===== src/rtl/dbgv_pkg.sv =====
package dbgv_pkg;
  typedef enum logic [1:0] {
    OP_CUR   = 2'd0,
    OP_HIST  = 2'd1,
    OP_FORCE = 2'd2,
    OP_RWND  = 2'd3
  } dbgv_op_e;
endpackage


===== src/rtl/dbgv_hist.sv =====
module dbgv_hist #(
  parameter int W     = 16,
  parameter int DEPTH = 16,
  parameter int KW    = 16
) (
  input  logic                         clk,
  input  logic                         rst,
  input  logic                         wr_en,
  input  logic [W-1:0]                 wr_data,
  input  logic                         rd_en,
  input  logic [KW-1:0]                rd_k,
  output logic                         rd_ok,
  output logic [W-1:0]                 rd_q,
  output logic [$clog2(DEPTH+1)-1:0]   count
);
  localparam int AW = $clog2(DEPTH);
  localparam int CW = $clog2(DEPTH+1);
  localparam int XW = (KW > CW) ? KW : CW;

  logic [W-1:0]  mem [DEPTH];
  logic [AW-1:0] wr_ptr;
  logic [AW-1:0] rd_addr;
  logic [XW-1:0] k_x, c_x;

  assign k_x     = XW'(rd_k);
  assign c_x     = XW'(count);
  assign rd_ok   = k_x < c_x;
  assign rd_addr = wr_ptr - AW'(1) - rd_k[AW-1:0];

  always_ff @(posedge clk) begin
    if (wr_en) mem[wr_ptr] <= wr_data;
  end

  always_ff @(posedge clk) begin
    if (rd_en) rd_q <= mem[rd_addr];
  end

  always_ff @(posedge clk) begin
    if (rst) begin
      wr_ptr <= '0;
      count  <= '0;
    end else if (wr_en) begin
      wr_ptr <= wr_ptr + AW'(1);
      if (count != CW'(DEPTH)) count <= count + CW'(1);
    end
  end

  p_count_sat_r3: assert property (@(posedge clk) disable iff (rst)
    count <= CW'(DEPTH));
endmodule


===== src/rtl/dbgv_fifo.sv =====
module dbgv_fifo #(
  parameter int W     = 16,
  parameter int DEPTH = 8
) (
  input  logic                        clk,
  input  logic                        rst,
  input  logic                        push,
  input  logic [W-1:0]                din,
  input  logic                        pop,
  output logic                        valid,
  output logic                        full,
  output logic [W-1:0]                dout,
  output logic [$clog2(DEPTH+1)-1:0]  occ
);
  localparam int AW = $clog2(DEPTH);
  localparam int OW = $clog2(DEPTH+1);

  logic [W-1:0]  mem [DEPTH];
  logic [AW-1:0] wp, rp;
  logic          do_push, do_pop;

  assign valid   = occ != '0;
  assign full    = occ == OW'(DEPTH);
  assign do_push = push && !full;
  assign do_pop  = pop && valid;
  assign dout    = mem[rp];

  always_ff @(posedge clk) begin
    if (do_push) mem[wp] <= din;
  end

  always_ff @(posedge clk) begin
    if (rst) begin
      wp  <= '0;
      rp  <= '0;
      occ <= '0;
    end else begin
      if (do_push) wp <= wp + AW'(1);
      if (do_pop)  rp <= rp + AW'(1);
      case ({do_push, do_pop})
        2'b10:   occ <= occ + OW'(1);
        2'b01:   occ <= occ - OW'(1);
        default: occ <= occ;
      endcase
    end
  end

  p_occ_bound_r8: assert property (@(posedge clk) disable iff (rst)
    occ <= OW'(DEPTH));
  p_occ_step_r8: assert property (@(posedge clk) disable iff (rst)
    (occ == $past(occ)) || (occ == $past(occ) + OW'(1)) || (occ == $past(occ) - OW'(1)));
endmodule


===== src/rtl/dbgv_pacer.sv =====
module dbgv_pacer #(
  parameter int PW = 8
) (
  input  logic          clk,
  input  logic          rst,
  input  logic          step,
  input  logic          restart,
  input  logic [PW-1:0] cfg_period,
  output logic          cap
);
  logic [PW-1:0] since;

  assign cap = step && ((since >= cfg_period) || restart);

  always_ff @(posedge clk) begin
    if (rst) begin
      since <= '1;
    end else if (step) begin
      since <= cap ? '0 : since + PW'(1);
    end else if (restart) begin
      since <= '1;
    end
  end

  p_first_cap_r9: assert property (@(posedge clk) disable iff (rst)
    (step && restart) |-> cap);
endmodule


===== src/rtl/dbgv_unit.sv =====
module dbgv_unit
  import dbgv_pkg::*;
#(
  parameter int W      = 16,
  parameter int DEPTH  = 16,
  parameter int FDEPTH = 8,
  parameter int PW     = 8,
  parameter int FCW    = $clog2(FDEPTH+1)
) (
  input  logic           clk,
  input  logic           rst,
  input  logic           step_en,
  input  logic [W-1:0]   sig_in,
  output logic [W-1:0]   sig_out,
  input  logic [PW-1:0]  cfg_period,
  input  logic [FCW-1:0] cfg_afull,
  input  logic           host_req_valid,
  input  logic [1:0]     host_op,
  input  logic [W-1:0]   host_arg,
  input  logic           host_sticky,
  output logic           host_rsp_valid,
  output logic           host_rsp_err,
  output logic [W-1:0]   host_rsp_data,
  output logic           strm_valid,
  input  logic           strm_ready,
  output logic [W-1:0]   strm_data,
  output logic           stall_req
);
  localparam int CW = $clog2(DEPTH+1);

  logic           is_force, is_idx, k_ok, rw_req;
  logic           rw_pend, rw_stk;
  logic           new_ovr, new_stk;
  logic [W-1:0]   new_val, eff;
  logic           ovr_act, ovr_stk;
  logic [W-1:0]   ovr_val;
  logic           cap, q_full;
  logic [W-1:0]   hist_q, cur_q;
  logic           rsp_hist;
  logic [CW-1:0]  hcount;
  logic [FCW-1:0] occ;

  assign is_force = host_req_valid && (host_op == OP_FORCE);
  assign is_idx   = host_req_valid && ((host_op == OP_HIST) || (host_op == OP_RWND));
  assign rw_req   = host_req_valid && (host_op == OP_RWND) && k_ok;

  assign new_ovr = is_force || rw_pend;
  assign new_val = is_force ? host_arg : hist_q;
  assign new_stk = is_force ? host_sticky : rw_stk;
  assign eff     = new_ovr ? new_val : (ovr_act ? ovr_val : sig_in);

  dbgv_hist #(.W(W), .DEPTH(DEPTH), .KW(W)) u_hist (
    .clk(clk), .rst(rst), .wr_en(cap), .wr_data(eff),
    .rd_en(is_idx), .rd_k(host_arg), .rd_ok(k_ok), .rd_q(hist_q), .count(hcount)
  );

  dbgv_fifo #(.W(W), .DEPTH(FDEPTH)) u_fifo (
    .clk(clk), .rst(rst), .push(cap), .din(eff), .pop(strm_ready),
    .valid(strm_valid), .full(q_full), .dout(strm_data), .occ(occ)
  );

  dbgv_pacer #(.PW(PW)) u_pacer (
    .clk(clk), .rst(rst), .step(step_en), .restart(new_ovr),
    .cfg_period(cfg_period), .cap(cap)
  );

  assign stall_req = occ >= cfg_afull;

  always_ff @(posedge clk) begin
    if (rst) begin
      rw_pend <= 1'b0;
      rw_stk  <= 1'b0;
    end else begin
      rw_pend <= rw_req;
      if (rw_req) rw_stk <= host_sticky;
    end
  end

  always_ff @(posedge clk) begin
    if (rst) begin
      ovr_act <= 1'b0;
      ovr_stk <= 1'b0;
      ovr_val <= '0;
    end else if (new_ovr) begin
      ovr_val <= new_val;
      ovr_stk <= new_stk;
      ovr_act <= new_stk || !step_en;
    end else if (step_en && ovr_act && !ovr_stk) begin
      ovr_act <= 1'b0;
    end
  end

  always_ff @(posedge clk) begin
    if (rst) sig_out <= '0;
    else if (step_en) sig_out <= eff;
  end

  always_ff @(posedge clk) begin
    if (rst) begin
      host_rsp_valid <= 1'b0;
      host_rsp_err   <= 1'b0;
      rsp_hist       <= 1'b0;
      cur_q          <= '0;
    end else begin
      host_rsp_valid <= host_req_valid;
      host_rsp_err   <= is_idx && !k_ok;
      rsp_hist       <= is_idx;
      if (host_req_valid) cur_q <= sig_out;
    end
  end

  assign host_rsp_data = rsp_hist ? hist_q : cur_q;

  p_hold_r1: assert property (@(posedge clk) disable iff (rst)
    !step_en |=> $stable(sig_out));
  p_rsp_req_r2: assert property (@(posedge clk) disable iff (rst)
    host_rsp_valid |-> $past(host_req_valid));
  p_err_src_r4: assert property (@(posedge clk) disable iff (rst)
    host_rsp_err |-> $past(is_idx));
  p_force_next_r5: assert property (@(posedge clk) disable iff (rst)
    (step_en && is_force) |=> (sig_out == $past(host_arg)));
  p_full_stall_r11: assert property (@(posedge clk) disable iff (rst)
    (q_full && (cfg_afull <= FCW'(FDEPTH))) |-> stall_req);
  p_hcount_r4: assert property (@(posedge clk) disable iff (rst)
    (host_rsp_valid && !host_rsp_err && $past(host_op == OP_HIST)) |-> ($past(hcount) != '0));
endmodule


===== config.mk =====
export PLATFORM = sky130hd
export DESIGN_NAME = dbgv_unit
export DESIGN_NICKNAME = d
export VERILOG_FILES = /design/src/rtl/dbgv_pkg.sv /design/src/rtl/dbgv_hist.sv /design/src/rtl/dbgv_fifo.sv /design/src/rtl/dbgv_pacer.sv /design/src/rtl/dbgv_unit.sv
export SDC_FILE = /design/constraint.sdc
export NUM_CORES = 1
export LEC_CHECK = 0
export ABC_AREA = 1
export ABC_CLOCK_PERIOD_IN_PS = 4400
export BUFFER_PORTS_ARGS = -buffer_cell sky130_fd_sc_hd__buf_4
export CORE_ASPECT_RATIO = 1.4
export CORE_UTILIZATION = 50
export DETAILED_ROUTE_END_ITERATION = 10
export HOLD_SLACK_MARGIN = 0.03
export MAX_ROUTING_LAYER = met4
export PLACE_DENSITY = 0.68
export SETUP_SLACK_MARGIN = 0.4
export SYNTH_ARGS = -nofsm -noshare
export SYNTH_HDL_FRONTEND = slang
export SYNTH_SLANG_ARGS = --single-unit
export TNS_END_PERCENT = 5

===== constraint.sdc =====
create_clock -name clk -period 4.4 [get_ports clk]
set_input_delay 0.22 -clock clk [delete_from_list [all_inputs] [get_ports clk]]
set_output_delay 0.22 -clock clk [all_outputs]
set_load 0.005 [all_outputs]

==> results.toml, run 1 <==
[run_status]
status = "finished, final reports clean"

[clocking]
clk_latency_ns = 0.57
cts_tree = "built"
clk_path_buf_depth = 3
postCtsSetupBuffers = 0
htreeDepth = 2
hold_buffers = 3
clkSinkCount = 485
cts_resized = 0
cts_buffers = 45
clk_pin_slew_ns = 0.06
cts-root-buf = "clkbuf_16"

[setup_path]
rr_endpoint = "u_hist.rd_q[3]"
arrival_ns = 3.03
worstReg2RegStart = "u_hist.wr_ptr[0]"
path_max_fanout = 64
critPathLaunchType = "register"
critPathTopFamily = "buffers and inverters"
max_stage_delay_ns = 0.83
slowest_stage = "inv_2"
worstPathRequired_ns = 4.18
timing_worst_setup_path_type = "register to output pin"
endpoint_kind = "output pin"
rr_worst_depth = 9
crit_buf_inv = 2
crit_path_cell_trace = "inv_2, o21ai_0, o22ai_1, nor2_1, a31oi_1, buf_4"
r2r_setup_slack_ns = 1.31

[timing]
skew_ns = 0.0216
final-hold-violation-count = 0
tns_ns = 0
setup_viol = 0
maxSlewViolCount = 0
rsz0062_at_grt = "false"
max_freq_mhz = 308
min_period_ns = 3.25
relSlewSlack_pct = 23.5
timing.final.crit_share_pct = 73.9
tightest_slew_ns = 1.15

[synthesis]
ys_warn_count = 0
ys_types = 34
synth_seq_area_share_pct = 67.3
syn_nets = 1975
avgSynthCellArea_um2 = 10.8
ys_ff_latch = 485
synth_area_mm2 = 0.0204
syn_inst = 1891

[cells_and_area]
final_net_count = 2076
finalNonFillerCells = 2559
syn_to_final_growth_pct = 14.3
layout-drive-gt1-share_pct = 13.4
insertedDiodeCount = 0

[grt]
antenna_found_initial = 1
grt_overflow = 0
grt_pass1_vias = 13700
track_usage_pct = 25.3
grt_max_degree = 79
grt_pass1_wl_mm = 77.7

[power_and_ir_drop]
internal_power_uw = 8110
p_per_area_mw_per_mm2 = 492
p_seq_share_pct = 47.1
p_leak_uw = 0.00852
comb_power_share_pct = 21.2
power_frac_clock_pct = 31.6
switching_share_pct = 29.3
ir_drop_mv = 0.345
power_switching_uw = 3350

[placed_design]
dp_cells = 2476
port_buffers = 103
dpl.hpwl_mm = 30.6
place_congestion = 0.869

[detailed_routing]
ant_nets = 0
detail_route.vias_per_cell = 5.58
remaining_drc_errors = 0
firstDrtPassIters = 6
first_iter_violations = 1326
wirelength_mm = 50.7
wire_per_inst_um = 19.8
vias = 14300

[floorplan]
start_util_pct = 50.6
core_area_mm2 = 0.0403
die-area_mm2 = 0.0416
die_w_um = 173
io_pins = 104
die_height_um = 241
rows = 87

[worst_hold_path]
hold_depth = 3
hp-class = "primary input to register"
hp-start = "host_arg[15]"
min_to = "ovr_val[15]"

[job]
maxCapViolations = 0
-- worst max path at each step --
stage	startpoint	endpoint	slack (ns)	depth (start not counted)
2_1_floorplan	u_pacer.since[0]	u_fifo.mem[4][0]	1.55	12
3_3_place_gp	rw_pend	u_hist.mem[9][11]	1.38	9
3_5_place_dp	host_arg[0]	u_hist.rd_q[3]	1.34	11
4_1_cts	register	strm_data[8]	1.17	6
5_1_grt	register	strm_data[12]	0.97	6
6_report	register	strm_data[13]	1.15	6
-- cell usage after synthesis --
library cell	n	share of area (%)
nand3_2	1	0.049
o21ai_1	25	0.61
nand2_1	150	2.8
edfxtp_1	400	59
fa_1	1	0.098
clkinv_1	1	0.018
buf_2	20	0.49
a31oi_1	29	0.89
xor2_1	13	0.56
clkbuf_2	3	0.074
a21oi_4	1	0.080
buf_1	4	0.074
xnor2_1	2	0.086
a21oi_1	52	1.3
a21boi_0	1	0.037
o21bai_1	1	0.037
nor2_4	2	0.11
buf_6	5	0.28
ha_1	31	1.9
buf_4	7	0.26
o22ai_1	18	0.55
inv_2	5	0.092
nor2_1	400	7.4
nand2_2	2	0.061
nand4_1	12	0.37
clkbuf_1	64	1.2
o211ai_1	1	0.037
inv_1	142	2.6
nor3_1	7	0.17
o21ai_0	371	9.1
nand2_4	2	0.11
nand3_1	17	0.42
mux2_2	16	0.88
dfxtp_1	85	8.4
-- flip-flops by register name, summed over array words and instances, names as in the netlist, 5 cells and up, named ones only --
| register | count |
|---|---|
| sig_out | 16 |
| ovr_val | 16 |
| u_pacer.since | 8 |
| u_hist.rd_q | 16 |
| u_hist.count | 5 |
| u_hist.mem | 256 |
| cur_q | 16 |
| u_fifo.mem | 128 |
-- power by group through the flow --
stage | sequential [uW] | clock (uW) | combinational [uW]
floorplan | 5420 | 0 | 1580
global placement | 5490 | 0 | 2370
detailed placement | 5500 | 0 | 2440
CTS | 5400 | 3690 | 2450
global route | 5420 | 3870 | 2710
finish | 5400 | 3630 | 2430
-- placed cells by master, fill, tap and decap left out, types with 2 or more instances in the layout --
master / synthesis / routed
buf_12: 0 / 3
xor2_1: 13 / 11
nand2_1: 150 / 150
inv_2: 5 / 4
nor2_1: 400 / 400
a21oi_1: 52 / 52
mux2_2: 16 / 16
clkinv_2: 0 / 12
o21ai_1: 25 / 25
clkinv_1: 1 / 6
a31oi_1: 29 / 29
nand2_4: 2 / 2
dfxtp_1: 85 / 84
o21ai_0: 371 / 355
edfxtp_1: 400 / 400
o22ai_1: 18 / 18
buf_4: 7 / 151
nand2_2: 2 / 2
inv_1: 142 / 142
nand3_1: 17 / 17
clkbuf_1: 64 / 13
ha_1: 31 / 30
clkbuf_16: 0 / 46
nor2_4: 2 / 2
xnor2_1: 2 / 2
nor3_2: 0 / 6
o21ai_2: 0 / 15
dlygate4sd3_1: 0 / 3
nand4_1: 12 / 12
-- per-layer routing --
metal / vias to the layer above / track usage, % / routed length, um
li1: 6736 / - / -
met1: 6933 / 30.1 / 19600
met2: 511 / 43.9 / 26200
met3: 110 / 2.57 / 2870
met4: 0 / 10.6 / 2020
met5: - / - / 0
-- worst min-delay path: stages --
cell	delay, ns
buf_4	0.10
o21ai_0	0.12
a21oi_1	0.13
-- layout make-up --
class / instances / area, um^2
fillers: 3335 / 17000
flip-flops and latches: 485 / 13700
repair buffers: 157 / 1220
inverters: 148 / 557
clock inverters: 20 / 148
multi-input cells: 1155 / 5770
clock buffers: 60 / 1210
well taps: 534 / 668
-- through the flow --
stage	power (uW)	hold slack, ns	util, %	area (um^2)	worst slack (ns)
5_1_grt	12000	0.0510	57.8	23300	0.970
4_1_cts	11500	0.0350	57.8	23300	1.17
6_report	11500	0.0494	57.8	23300	1.15
3_3_place_gp	7860	0.439	54.4	21900	1.38
3_5_place_dp	7930	0.446	54.4	21900	1.34
2_1_floorplan	7000	0.355	-	20400	1.55
-- cell families after synthesis --
kind of cell | share of synthesized area, %
muxes | 0.885
and+or+nand+nor | 11.4
buffers and inverters | 5.08
AOI/OAI and AO/OA | 12.6
DFF | 67.3
xor gates and xnor gates | 0.645
adders and majority gates | 2.00
Note: power is estimated with default switching activity, not from simulation.
==> inputs of run 2 (changes only) <==
- ABC_CLOCK_PERIOD_IN_PS: 4400 -> 3000
- clock period: 4.4 -> 3 ns (I/O delays scaled with it)
==> run 2 against run 1 <==
  * First-iteration DRC count increased by 1.4%
  * Sequential cell count did not move
  * Non-clock buffer count up 69
  * Global-route usage increased by 0.46 points
  * Critical path depth grew 5
  * Cell count grew 2.8%
  * Die area unchanged
==> results.toml, run 2 (same netlist as run 1, synthesis figures left out) <==
[run_status]
status = "finished, final reports clean"

[setup_path]
worstReg2RegStart = "u_hist.wr_ptr[0]"
critPathLaunchType = "register"
arrival_ns = 2.91
endpoint_kind = "register"
timing_worst_setup_path_type = "register to register"
rr_endpoint = "u_hist.rd_q[7]"
r2r_setup_slack_ns = 0.40
max_stage_delay_ns = 0.79
cp_common_cell = "o21ai_1"
rr_worst_depth = 11
crit_path_cell_trace = "ha_4, fa_4, buf_12, buf_12, buf_8, nor2_1, o21ai_1, o21ai_1, mux2_4, nand2_2, o21ai_1"
slowest_stage = "fa_4"
path_max_fanout = 8
worstPathRequired_ns = 3.31

[detailed_routing]
ant_nets = 0
first_iter_violations = 1345
firstDrtPassIters = 8
wire_per_inst_um = 20.1
remaining_drc_errors = 0
wirelength_mm = 52.8
detail_route.vias_per_cell = 5.56
vias = 14600

[worst_hold_path]
hp-start = "host_arg[8]"
hp-class = "primary input to register"
hold_depth = 5
min_to = "ovr_val[8]"

[floorplan]
die_height_um = 241
start_util_pct = 50.6
rows = 87
core_area_mm2 = 0.0403
die-area_mm2 = 0.0416
die_w_um = 173
io_pins = 104

[power_and_ir_drop]
p_leak_uw = 0.00900
p_per_area_mw_per_mm2 = 726
ir_drop_mv = 0.479

[grt]
grt_max_degree = 129
antenna_found_initial = 1
track_usage_pct = 25.8
grt_pass1_wl_mm = 79.7
grt_overflow = 0
grt_pass1_vias = 14200

[clocking]
clkSinkCount = 485
clk_latency_ns = 0.58
clk_pin_slew_ns = 0.07
htreeDepth = 2
cts_tree = "built"
cts-root-buf = "clkbuf_16"
cts_buffers = 46
clk_path_buf_depth = 3

[placed_design]
port_buffers = 103
dpl.hpwl_mm = 31.3
place_area_mm2 = 0.0221
place_congestion = 0.901
post-place-ws_ns = 0.242

[cells_and_area]
n_fill_cell = 3219
design_area_mm2 = 0.0243
mostFrequentLayoutCells = "edfxtp_1 (400), nor2_1 (396), o21ai_0 (323), buf_4 (188), nand2_1 (146)"
largest_reg_flops = 256
final_common_cell = "edfxtp_1"
largest_register = "u_hist.mem"
layout-drive-gt1-share_pct = 16.7
syn_to_final_growth_pct = 19.1
final_net_count = 2146
fin_util_pct = 60.2
insertedDiodeCount = 0
reg_top3 = "u_hist.mem x256, u_fifo.mem x128"

[timing]
relSlewSlack_pct = 27.5
tightest_slew_ns = 1.09
min_period_ns = 2.60
maxSlewViolCount = 0
skew_ns = 0.0273
tns_ns = 0
rsz0062_at_grt = "true"
final-hold-violation-count = 0
max_freq_mhz = 385
worst_slack_ns = 0.402
timing.final.crit_share_pct = 86.6
setup_viol = 0

[job]
maxCapViolations = 0
run 2: power breakdown:
part / total [uW] / internal, uW / switching [uW]
Combinational: 4180 / 1690 / 2480
Clock: 5540 / 3050 / 2490
Sequential: 7900 / 7680 / 215
run 2: how the worst max path moves through the flow:
stage,slack (ns),start,end
final,0.40,u_hist.wr_ptr[0],u_hist.rd_q[7]
after floorplan,0.15,u_pacer.since[0],u_fifo.mem[4][0]
after global routing,0.32,u_hist.wr_ptr[0],u_hist.rd_q[13]
after CTS,0.34,u_hist.wr_ptr[0],u_hist.rd_q[10]
after global placement,0.32,u_hist.wr_ptr[0],u_hist.rd_q[7]
after detailed placement,0.24,u_hist.wr_ptr[0],u_hist.rd_q[10]
run 2: metrics by stage:
stage / std cells / total power [uW] / hold WS, ns
2_1_floorplan: 1891 / 10300 / 0.285
3_3_place_gp: 2504 / 11600 / 0.384
3_5_place_dp: 2504 / 11700 / 0.402
4_1_cts: 2613 / 17400 / 0.0301
5_1_grt: 2630 / 18400 / 0.0862
6_report: 2630 / 17600 / 0.0515
run 2: metal layers:
| metal | global-route usage (%) | routed length [um] |
|---|---|---|
| met5 | - | 0 |
| met3 | 3.15 | 3080 |
| met1 | 30.9 | 20800 |
| met2 | 43.9 | 26700 |
| met4 | 11.3 | 2130 |
run 2: final cells by class:
| cell class | count | area, um^2 | area share, % |
|---|---|---|---|
| clock buffer | 54 | 1200 | 4.96 |
| clock inverter | 28 | 209 | 0.861 |
| sequential | 485 | 13700 | 56.6 |
| timing repair buffer | 226 | 2030 | 8.38 |
| tap | 534 | 668 | 2.75 |
| inverter | 148 | 557 | 2.30 |
| multi-input combinational | 1155 | 5860 | 24.2 |
run 2: what timing repair did:
| action | 4_1_cts | 5_1_grt |
|---|---|---|
| hold buffers | 15 | 0 |
| pin swaps | 2 | 4 |
| gates resized for setup | 40 | 42 |
| hold endpoints to repair | 15 | 0 |
| buffers inserted | 7 | 14 |
| cloned | 5 | 3 |
| setup endpoints to repair | 17 | 141 |
run 2: critical path, delay by kind of cell (launching register included):
kind | cells | cell delay, ns
flip-flops | 1 | 0.35
buffers and inverters | 3 | 0.42
multiplexers | 1 | 0.27
AO/OA/AOI/OAI | 3 | 0.21
AND/OR/NAND/NOR | 2 | 0.11
adder cells (fa/ha/maj) | 2 | 0.95
